File: src/rtl/lcap_pkg.sv
package lcap_pkg;

    localparam logic [31:0] LCAP_END_WORD = 32'hC000_0000;

    typedef enum logic [1:0] {
        DK_BASE = 2'b00,
        DK_LOOP = 2'b01,
        DK_RMW  = 2'b10,
        DK_LINK = 2'b11
    } dkind_e;

    typedef enum logic [1:0] {
        WK_DESC,
        WK_DATA,
        WK_MASK,
        WK_VALUE
    } wkind_e;

    typedef enum logic [2:0] {
        ST_IDLE,
        ST_RD,
        ST_WORD,
        ST_PAIR,
        ST_BUS,
        ST_RMW,
        ST_DONE
    } state_e;

    typedef struct packed {
        logic [6:0] len;
        logic [7:0] off;
    } pair_t;

    typedef struct packed {
        logic        apb;
        logic        wr;
        logic [27:0] addr;
    } basew_t;

    function automatic logic [31:0] base_to_byte(input logic [27:0] f);
        return {f, 4'b0000};
    endfunction

    function automatic logic [31:0] merge_rmw(input logic [31:0] old_w,
                                              input logic [31:0] mask_w,
                                              input logic [31:0] val_w);
        return (old_w & ~mask_w) | val_w;
    endfunction

endpackage

File: src/rtl/lcap_decode.sv
module lcap_decode
    import lcap_pkg::*;
#(
    parameter int LOOP_SHIFT = 12,
    parameter int CNT_W      = 8
) (
    input  logic [31:0]           word,
    output dkind_e                kind,
    output basew_t                basef,
    output pair_t                 pair_lo,
    output pair_t                 pair_hi,
    output logic [LOOP_SHIFT-1:0] loop_back,
    output logic [CNT_W-1:0]      loop_cnt,
    output logic                  is_end
);
    assign kind      = dkind_e'(word[31:30]);
    assign basef     = word[29:0];
    assign pair_lo   = word[14:0];
    assign pair_hi   = word[29:15];
    assign loop_back = word[LOOP_SHIFT-1:0];
    assign loop_cnt  = word[LOOP_SHIFT+CNT_W-1:LOOP_SHIFT];
    assign is_end    = (word == LCAP_END_WORD);
endmodule

File: src/rtl/lcap_loop.sv
module lcap_loop #(
    parameter int CNT_W = 8
) (
    input  logic             clk,
    input  logic             rst,
    input  logic             clear,
    input  logic             hit,
    input  logic [CNT_W-1:0] cnt,
    output logic             take
);
    logic             active;
    logic [CNT_W-1:0] rem;
    logic [CNT_W-1:0] eff;

    always_comb begin
        eff  = active ? rem : cnt;
        take = hit && (eff != '0);
    end

    always_ff @(posedge clk) begin
        if (rst || clear) begin
            active <= 1'b0;
            rem    <= '0;
        end else if (hit) begin
            if (eff != '0) begin
                active <= 1'b1;
                rem    <= eff - 1'b1;
            end else begin
                active <= 1'b0;
            end
        end
    end
endmodule

File: src/rtl/lcap_engine.sv
module lcap_engine
    import lcap_pkg::*;
#(
    parameter int AW         = 10,
    parameter int LOOP_SHIFT = 12,
    parameter int IDX_W      = 16
) (
    input  logic          clk,
    input  logic          rst,
    input  logic          start,
    input  logic [AW-1:0] list_base,
    input  logic [AW-1:0] data_base,
    output logic          busy,
    output logic          done,
    output logic          err,
    output logic [AW-1:0] wr_ptr,
    output logic          mem_en,
    output logic          mem_we,
    output logic [AW-1:0] mem_addr,
    output logic [31:0]   mem_wdata,
    input  logic [31:0]   mem_rdata,
    output logic          bus_req,
    output logic          bus_we,
    output logic          bus_apb,
    output logic [31:0]   bus_addr,
    output logic [31:0]   bus_wdata,
    input  logic          bus_ack,
    input  logic          bus_err,
    input  logic [31:0]   bus_rdata
);
    localparam int CNT_W = 8;

    state_e             state;
    wkind_e             want;
    logic [AW-1:0]      lptr;
    logic [AW-1:0]      dptr;
    logic [31:0]        base_q;
    logic               wmode_q;
    logic               apb_q;
    logic [IDX_W-1:0]   anchor;
    logic [IDX_W-1:0]   cur_idx;
    logic [6:0]         left;
    pair_t              plo_q;
    pair_t              phi_q;
    logic               psel;
    logic [31:0]        wdata_q;
    logic [31:0]        mask_q;
    logic [31:0]        last_addr;
    logic [31:0]        last_data;
    logic               err_q;

    dkind_e                d_kind;
    basew_t                d_base;
    pair_t                 d_plo;
    pair_t                 d_phi;
    logic [LOOP_SHIFT-1:0] d_back;
    logic [CNT_W-1:0]      d_cnt;
    logic                  d_end;

    lcap_decode #(.LOOP_SHIFT(LOOP_SHIFT), .CNT_W(CNT_W)) u_dec (
        .word      (mem_rdata),
        .kind      (d_kind),
        .basef     (d_base),
        .pair_lo   (d_plo),
        .pair_hi   (d_phi),
        .loop_back (d_back),
        .loop_cnt  (d_cnt),
        .is_end    (d_end)
    );

    logic loop_hit;
    logic loop_take;
    logic loop_clear;

    assign loop_hit   = (state == ST_WORD) && (want == WK_DESC) && (d_kind == DK_LOOP);
    assign loop_clear = (state == ST_IDLE) && start;

    lcap_loop #(.CNT_W(CNT_W)) u_loop (
        .clk   (clk),
        .rst   (rst),
        .clear (loop_clear),
        .hit   (loop_hit),
        .cnt   (d_cnt),
        .take  (loop_take)
    );

    pair_t            cur_pair;
    logic [AW-1:0]    back_idx;
    logic [31:0]      pair_addr;
    logic             rd_ok;

    assign cur_pair  = psel ? phi_q : plo_q;
    assign back_idx  = AW'(d_back);
    assign pair_addr = base_q + 32'({cur_idx, 2'b00});
    assign rd_ok     = (state == ST_BUS) && bus_ack && !bus_err && !wmode_q;

    always_comb begin
        bus_req   = 1'b0;
        bus_we    = 1'b0;
        bus_apb   = apb_q;
        bus_addr  = pair_addr;
        bus_wdata = wdata_q;
        if (state == ST_BUS) begin
            bus_req = 1'b1;
            bus_we  = wmode_q;
        end else if (state == ST_RMW) begin
            bus_req   = 1'b1;
            bus_we    = 1'b1;
            bus_addr  = last_addr;
            bus_wdata = merge_rmw(last_data, mask_q, wdata_q);
        end
    end

    always_comb begin
        mem_en    = 1'b0;
        mem_we    = 1'b0;
        mem_addr  = lptr;
        mem_wdata = bus_rdata;
        if (state == ST_RD) begin
            mem_en = 1'b1;
        end else if (rd_ok) begin
            mem_en   = 1'b1;
            mem_we   = 1'b1;
            mem_addr = dptr;
        end
    end

    assign busy   = (state != ST_IDLE);
    assign done   = (state == ST_DONE);
    assign err    = err_q;
    assign wr_ptr = dptr;

    always_ff @(posedge clk) begin
        if (rst) begin
            state     <= ST_IDLE;
            want      <= WK_DESC;
            lptr      <= '0;
            dptr      <= '0;
            base_q    <= '0;
            wmode_q   <= 1'b0;
            apb_q     <= 1'b0;
            anchor    <= '0;
            cur_idx   <= '0;
            left      <= '0;
            plo_q     <= '0;
            phi_q     <= '0;
            psel      <= 1'b0;
            wdata_q   <= '0;
            mask_q    <= '0;
            last_addr <= '0;
            last_data <= '0;
            err_q     <= 1'b0;
        end else begin
            case (state)
                ST_IDLE: begin
                    if (start) begin
                        lptr    <= list_base;
                        dptr    <= data_base;
                        err_q   <= 1'b0;
                        want    <= WK_DESC;
                        anchor  <= '0;
                        base_q  <= '0;
                        wmode_q <= 1'b0;
                        apb_q   <= 1'b0;
                        state   <= ST_RD;
                    end
                end
                ST_RD: state <= ST_WORD;
                ST_WORD: begin
                    lptr  <= lptr + 1'b1;
                    want  <= WK_DESC;
                    state <= ST_RD;
                    case (want)
                        WK_DESC: begin
                            case (d_kind)
                                DK_BASE: begin
                                    base_q  <= base_to_byte(d_base.addr);
                                    wmode_q <= d_base.wr;
                                    apb_q   <= d_base.apb;
                                    anchor  <= '0;
                                end
                                DK_LOOP: begin
                                    if (loop_take) lptr <= lptr - back_idx;
                                end
                                DK_RMW: want <= WK_MASK;
                                default: begin
                                    if (d_end) begin
                                        state <= ST_DONE;
                                    end else begin
                                        plo_q <= d_plo;
                                        phi_q <= d_phi;
                                        psel  <= 1'b0;
                                        if (wmode_q) want <= WK_DATA;
                                        else state <= ST_PAIR;
                                    end
                                end
                            endcase
                        end
                        WK_DATA: begin
                            wdata_q <= mem_rdata;
                            state   <= ST_PAIR;
                        end
                        WK_MASK: begin
                            mask_q <= mem_rdata;
                            want   <= WK_VALUE;
                        end
                        default: begin
                            wdata_q <= mem_rdata;
                            state   <= ST_RMW;
                        end
                    endcase
                end
                ST_PAIR: begin
                    if (cur_pair.len == '0) begin
                        if (!psel) psel <= 1'b1;
                        else state <= ST_RD;
                    end else begin
                        cur_idx <= anchor + IDX_W'(cur_pair.off);
                        left    <= cur_pair.len;
                        state   <= ST_BUS;
                    end
                end
                ST_BUS: begin
                    if (bus_err) begin
                        err_q <= 1'b1;
                        state <= ST_DONE;
                    end else if (bus_ack) begin
                        if (!wmode_q) begin
                            dptr      <= dptr + 1'b1;
                            last_addr <= pair_addr;
                            last_data <= bus_rdata;
                        end
                        cur_idx <= cur_idx + 1'b1;
                        left    <= left - 1'b1;
                        if (left == 7'd1) begin
                            anchor <= cur_idx;
                            if (!psel) begin
                                psel  <= 1'b1;
                                state <= ST_PAIR;
                            end else begin
                                state <= ST_RD;
                            end
                        end
                    end
                end
                ST_RMW: begin
                    if (bus_err) begin
                        err_q <= 1'b1;
                        state <= ST_DONE;
                    end else if (bus_ack) begin
                        state <= ST_RD;
                    end
                end
                default: state <= ST_IDLE;
            endcase
        end
    end
endmodule

File: config.mk
export PLATFORM = sky130hd
export DESIGN_NAME = lcap_engine
export DESIGN_NICKNAME = d
export VERILOG_FILES = /design/src/rtl/lcap_pkg.sv /design/src/rtl/lcap_decode.sv /design/src/rtl/lcap_loop.sv /design/src/rtl/lcap_engine.sv
export SDC_FILE = /design/constraint.sdc
export NUM_CORES = 1
export LEC_CHECK = 0
export BUFFER_PORTS_ARGS = -buffer_cell sky130_fd_sc_hd__clkbuf_2
export CAP_MARGIN = 20
export CORE_AREA = 2 2 175 177
export DETAILED_ROUTE_END_ITERATION = 6
export DIE_AREA = 0 0 177 179
export PLACE_DENSITY = 0.71
export SETUP_SLACK_MARGIN = 0.15
export SKIP_LAST_GASP = 1
export SYNTH_ARGS = -nofsm -noshare
export SYNTH_HDL_FRONTEND = slang
export SYNTH_HIERARCHICAL = 1
export SYNTH_SLANG_ARGS = --single-unit
File: constraint.sdc
create_clock -name clk -period 8.15 [get_ports clk]
set_input_delay 1.63 -clock clk [delete_from_list [all_inputs] [get_ports clk]]
set_output_delay 1.63 -clock clk [all_outputs]
set_load 0.005 [all_outputs]
# --- Yosys cells after proc, flatten, opt, wreduce, memory -nomap -nowiden ---
# Index checks and enable logic that the tools add are counted.
word_totals:
  mem_bits_rw: 0
  elab_cells: 186
  out_inout_bits: 124
  latchBits: 0
  ff_bits: 267
  rom_bits: 0
  mem_count: 0
op_classes:
  shifts: 0
  n_div: 0
  add_sub_neg: 8
  magnitude_cmp: 0
  n_bitwise: 8
  muxes: 81
  n_reduce_logical: 39
  mul: 0
  eq_ne: 28
op_table:
  columns: ["cell", "n"]
  rows:
  - ["$mux 32", 7]
  - ["$mux 16", 9]
  - ["$mux 10", 10]
  - ["$pmux 32 s2", 1]
  - ["$pmux 16 s3", 1]
  - ["$pmux 10 s2", 2]
  - ["$add 32x18->32", 1]
  - ["$and 32x32->32", 1]
  - ["$eq 32x32->1 const B", 1]
  - ["$not 32->32", 1]
  - ["$or 32x32->32", 1]
  - ["$pmux 16 s2", 1]
  - ["$mux 3", 10]
  - ["$mux 1", 22]
  - ["$mux 7", 3]
  - ["$add 10x1->10 const B", 2]
  - ["$pmux 3 s6", 1]
  - ["$add 16x1->16 const B", 1]
  - ["$add 16x8->16", 1]
  - ["$ne 2x2->1 const B", 8]
  - ["$reduce_and 4->1", 4]
  - ["$mux 15", 1]
  - ["$pmux 7 s2", 1]
  - ["$pmux 2 s2", 3]
  - ["other kinds (34)", 71]

# --- Logic depth before layout (Yosys ltp) ---
# Gate-level depths: netlist (run 1).
depth:
  word_depth: 8
  depth_mapped: 14

# --- Cells and area by module ---
# The synthesis (run 1) kept the hierarchy.
by_module_without_submodules:
  columns: ["module", "area_each_um2", "seq_area_each_um2", "cells_each", "n_inst"]
  rows:
  - ["lcap_engine", 13289.0, 5044.8, 1798, 1]
  - ["lcap_loop", 769.5, 180.2, 95, 1]
  - ["lcap_decode", 699.4, 0.0, 93, 1]

# --- Least setup slack after synthesis (run 1) ---
# OpenSTA, ideal clock, no wires.
synth_timing:
  path_type: "in2out"
  from: "in bus_err"
  to: "out mem_addr[0]"
  n_path_buf: 4
  slack_ns: 3.404
  path_stages: 10
  required_ns: 6.520
  arrival_ns: 3.116
  path_cell_list: "nand2b_1 or3_1 clkbuf_1 or2_1 buf_2 clkinv_2 buf_4 buf_4 nand2_1 o21ai_0"
synth_between:
  elab_chain_len: 5
synth_rtl:
  columns: ["item", "line_no", "source"]
  rows:
  - ["from (decl)", "lcap_engine.sv:28", "input logic bus_err,"]
  - ["$logic_not 1->1", "lcap_engine.sv:95", "assign rd_ok = (state == ST_BUS) && bus_ack && !bus_err && !wmode_q;"]
  - ["$logic_and 1x1->1 (2 in series)", "lcap_engine.sv:95", null]
  - ["$mux 10", "lcap_engine.sv:121", "end else if (rd_ok) begin"]
  - ["$mux 10", "lcap_engine.sv:119", "if (state == ST_RD) begin"]
  - ["to (decl)", "lcap_engine.sv:19", "output logic [AW-1:0] mem_addr,"]
# Every way passes these cells.

# --- Final worst setup path (run 1) ---
layout_timing:
  from: "in bus_err"
  to: "out mem_addr[6]"
# The elaborated chain is that of the path after synthesis.

==> impl_metrics.csv, run 1 <==
group,metric,value,unit
setup_path,cpPeakStageDelay,0.43,ns
setup_path,cpMaxStageDelayCell,"or3_1",
place,portBuffers,210,
detailed_routing,wl,43.0,mm
detailed_routing,wire_per_inst,17.7,um
sta,period_needed,5.07,ns
final_layout,drive_above_1_share,17.7,%
clocking,cts_buffer_depth,3,
setup_path,end_kind,"output pin",
sta,final-setup-viol-count,0,
floorplanning,core,30000,sq um
yosys,netlist_area,14700,sq um
power_and_ir_drop,peakVddDrop,156,uV
place,routabilityCongestion,0.945,
sta,relSlewSlack,27.9,%
sta,hold_viol_final,0,
floorplanning,die_y,179,um
clocking,cts-htree-levels,1,
clocking,postCtsHoldBufs,0,
sta,tightest_slew,1.08,ns
place,dp_hpwl,29.6,mm
setup_path,worstPathMaxFanout,59,
detailed_routing,post_drt_via_cell_ratio,5.69,
setup_path,worstPathRequired,6.52,ns
yosys,avgSynthCellArea,7.43,sq um
setup_path,crit_type,"in -> out",
clocking,root_buffer,"clkbuf_16",
yosys,syn_inst,1984,
setup_path,arrival,3.44,ns
final_layout,diodes,0,
floorplanning,die-area,31700,sq um
detailed_routing,drc,0,
power_and_ir_drop,p_leak,6.08,nW
clocking,cts_resized,0,
sta,fin_tns_setup,0,ns
worst_hold_path,hold_class,"reg -> reg",
detailed_routing,wl_met3,2.84,mm
floorplanning,die_w,177,um
global_routing,grt_remaining_overflow,0,
clocking,clkSlewWorstSetupHoldPaths,0.06,ns
detailed_routing,ant_nets,0,
floorplanning,rows,64,
sta,finClkSkew,0.00968,ns
global_routing,grt_max_degree,96,
clocking,clock_sinks,261,
clocking,cts_tree,"done",
global_routing,grt_first_pass_wirelength,67.2,mm
job,drv_cap,0,
detailed_routing,topRoutingLayerUsed,"met4",
detailed_routing,first_iter_violations,928,
setup_path,path_cells,"clkbuf_2 > nand2b_1 > or3_1 > or2_2 > buf_4 > nand2_1 > nand2_1 > clkbuf_2",
clocking,clk_latency,0.56,ns
detailed_routing,drt-pass1-iter-count,5,
global_routing,grt_usage,26.3,%
status,status,"finished clean",
clocking,cts_made_buffers,29,
detailed_routing,met1_length,18.4,mm
yosys,yosys_warnings,6,
final_layout,fin_nets,2141,
floorplanning,io_pins,213,
floorplanning,start_util,49.1,%
global_routing,first_global_vias,12700,
worst_hold_path,hold_depth,2,
final_layout,area.growth.synth_to_final,9.49,%
setup_path,r2r_cells,9,
final_layout,fillerInstances,2893,
sta,rsz0062_at_grt,"no",
clocking,cts_setup_buffers,0,
detailed_routing,vias,13800,
power_and_ir_drop,p_per_area,204,nW/um^2
detailed_routing,wl_met2,20.2,mm
global_routing,antenna_found_initial,0,
sta,period_share,62.2,%
final_layout,post-route-util,53.8,%
setup_path,startpoint_type,"input pin",
sta,maxSlewViolCount,0,
sta,fmax,197,MHz
-- layout make-up --
class / count / area (sq um) / share of cell area, %
inverters: 66 / 249 / 1.54
clock buffers: 37 / 836 / 5.18
repair buffers: 228 / 1190 / 7.39
clock inverters: 17 / 194 / 1.20
flip-flops and latches: 261 / 5230 / 32.4
multi-input cells: 1423 / 7950 / 49.3
well taps: 396 / 495 / 3.07
-- worst paths after layout --
kind / from / end / slack (ns)
min reg2reg: last_addr[4] / last_addr[4] / 0.45
max: bus_err / mem_addr[6] / 3.08
max reg2reg: u_loop/active / lptr[9] / 4.14
min: last_addr[4] / last_addr[4] / 0.45
-- placed cells by master (no fill, tap or decap), drive strengths merged, types with 28 or more instances in the layout --
cell type,instances
a211oi,34
xnor2,28
nor2,108
dfxtp,261
nand2,472
a31o,32
inv,66
o21ai,61
nand3,78
ha,40
nor3,33
clkbuf,246
a21oi,270
-- per-stage QoR --
stage	cell area, sq um	hold WS [ns]	total power, mW	cells	setup WS, ns
2_1_floorplan	14700	0.432	1.77	1985	3.40
3_3_place_gp	15100	0.439	1.92	2374	3.12
3_5_place_dp	15100	0.445	1.93	2374	3.07
4_1_cts	16100	0.455	3.31	2428	3.07
5_1_grt	16100	0.470	3.43	2428	2.90
6_report	16100	0.454	3.29	2428	3.08
-- sequential cells by signal, indices dropped and copies added, names as in the netlist --
name / flops
phi_q: 15
wmode_q: 1
u_loop/rem: 8
last_data: 32
cur_idx: 16
want: 2
base_q: 28
wdata_q: 32
last_addr: 30
left: 7
u_loop/active: 1
bus_apb: 1
plo_q: 15
psel: 1
state: 3
lptr: 10
mask_q: 32
err: 1
wr_ptr: 10
anchor: 16
-- routing by layer --
| metal | vias up | track usage, % |
|---|---|---|
| li1 | 6775 | - |
| met1 | 6459 | 34.9 |
| met2 | 496 | 42.8 |
| met3 | 94 | 3.94 |
| met4 | 0 | 11.1 |
| met5 | - | 0 |
-- worst max-delay path: cells and delay by family --
kind / cells / cell delay, ns
AND/OR/NAND/NOR: 5 / 1.22
buffers and inverters: 3 / 0.59
-- where the power goes --
group	internal (mW)	total, mW	switching, mW
logic	0.180	0.519	0.339
clock network	0.823	1.39	0.564
registers	1.32	1.39	0.0688
(Power assumes the default switching activity.)
==> inputs of run 2 (changes only) <==
clock period = 4.7 ns   (was 8.15 ns; I/O delays follow)
==> impl_metrics.csv, run 2 (synthesis results as in run 1) <==
group,metric,value,unit
sta,whs,0.454,ns
detailed_routing,post_drt_via_cell_ratio,5.73,
place,portBuffers,210,
sta,finClkSkew,0.00642,ns
clocking,cts_resized,0,
power_and_ir_drop,total_power,5.47,mW
place,pre_cts_slack,1.04,ns
detailed_routing,drt-pass1-iter-count,5,
floorplanning,start_util,49.1,%
global_routing,grt_first_pass_wirelength,67.2,mm
final_layout,multiInputGateArea,7950,sq um
sta,fin_tns_setup,0,ns
final_layout,final_cells,2428,
global_routing,grt_max_degree,118,
setup_path,end_kind,"output pin",
floorplanning,core,30000,sq um
sta,period_needed,4.28,ns
detailed_routing,drc,0,
detailed_routing,ant_nets,0,
place,dp_hpwl,29.6,mm
final_layout,post-route-cell-area,16100,sq um
final_layout,diodes,0,
final_layout,fin_nets,2144,
setup_path,r2r_cells,9,
final_layout,post-route-util,53.5,%
place,routabilityCongestion,0.884,
sta,rsz0062_at_grt,"no",
place,post-place-cells,2375,
detailed_routing,vias,13900,
final_layout,area.growth.synth_to_final,8.90,%
final_layout,layout_commonest_cell,"nand2_1",
floorplanning,die_w,177,um
detailed_routing,wl,42.7,mm
floorplanning,die-area,31700,sq um
final_layout,top_regs,"last_data x32, mask_q x32, wdata_q x32",
final_layout,fillerInstances,2873,
sta,fmax,234,MHz
sta,tightest_slew,1.01,ns
global_routing,grt_usage,26.2,%
setup_path,arrival,3.34,ns
clocking,postCtsHoldBufs,0,
worst_hold_path,hold_class,"reg -> reg",
detailed_routing,first_iter_violations,1044,
setup_path,worstPathRequired,3.76,ns
clocking,clock_sinks,261,
power_and_ir_drop,p_leak,6.05,nW
clocking,cts_setup_buffers,0,
floorplanning,die_y,179,um
worst_hold_path,hold_depth,2,
sta,relSlewSlack,32.4,%
status,status,"finished clean",
setup_path,crit_type,"reg -> out",
detailed_routing,wire_per_inst,17.6,um
global_routing,first_global_vias,12800,
clocking,cts_tree,"done",
power_and_ir_drop,p_per_area,340,nW/um^2
global_routing,grt_remaining_overflow,0,
floorplanning,rows,64,
final_layout,drive_above_1_share,17.2,%
setup_path,startpoint_type,"flip-flop",
sta,final-setup-viol-count,0,
clocking,cts_made_buffers,29,
sta,period_share,91.0,%
sta,maxSlewViolCount,0,
power_and_ir_drop,peakVddDrop,304,uV
place,place_area,15100,sq um
sta,setup_slack,0.421,ns
clocking,clkSlewWorstSetupHoldPaths,0.06,ns
floorplanning,io_pins,213,
job,drv_cap,0,
final_layout,layout_common_cells,"nand2_1, a21oi_1, dfxtp_1",
clocking,cts-htree-levels,1,
sta,hold_viol_final,0,
clocking,clk_latency,0.56,ns
global_routing,antenna_found_initial,0,
clocking,root_buffer,"clkbuf_16",
setup_path,worstPathMaxFanout,8,
final_layout,register_area,5230,sq um
clocking,cts_buffer_depth,3,
run 2: cell count changes in the layout (fill, tap and decap cells not counted):
cell	delta
clkbuf_1	+11
clkinvlp_4	-6
clkinv_4	-4
bufinv_16	-3
clkbuf_8	-3
buf_12	+1
buf_16	+1
buf_6	+1
clkinv_2	+1
inv_16	+1
run 2: per-layer routing:
metal | GRT usage (%) | vias to the layer above | part of all wire, %
met5 | 0 | - | 0
met4 | 9.95 | 0 | 3.7
met3 | 3.52 | 102 | 6.9
met2 | 43.2 | 539 | 46
met1 | 34.9 | 6486 | 43
li1 | - | 6778 | -
run 2: final timing paths:
path                                     from  slack, ns           end
worst max-delay path              cur_idx[10]       0.42  bus_addr[19]
worst min-delay path             last_data[8]       0.45  last_data[8]
worst max register to register  u_loop/active       1.33       lptr[9]
worst min register to register   last_data[8]       0.45  last_data[8]
run 2: power breakdown:
group          internal, mW  switching, mW  total, mW  leakage, nW
combinational         0.330          0.590      0.920         3.51
sequential             2.29          0.120       2.41         2.11
clock                  1.22          0.920       2.14        0.436
run 2: worst max-delay path: stages (launching register included):
cell and delay (ns):
dfxtp_1 0.41, ha_1 0.32, nand3_1 0.24, a2bb2oi_1 0.29, nor2_1 0.11, o31ai_2 0.70
a21boi_0 0.24, xnor2_1 0.19, a21oi_1 0.16, clkbuf_2 0.13
run 2: area by class of cell:
cell class,instances,share of cell area [%]
timing repair buffer,231,7.79
clock inverter,6,0.304
multi-input combinational,1423,49.5
inverter,66,1.55
sequential,261,32.5
tap,396,3.09
clock buffer,45,5.21
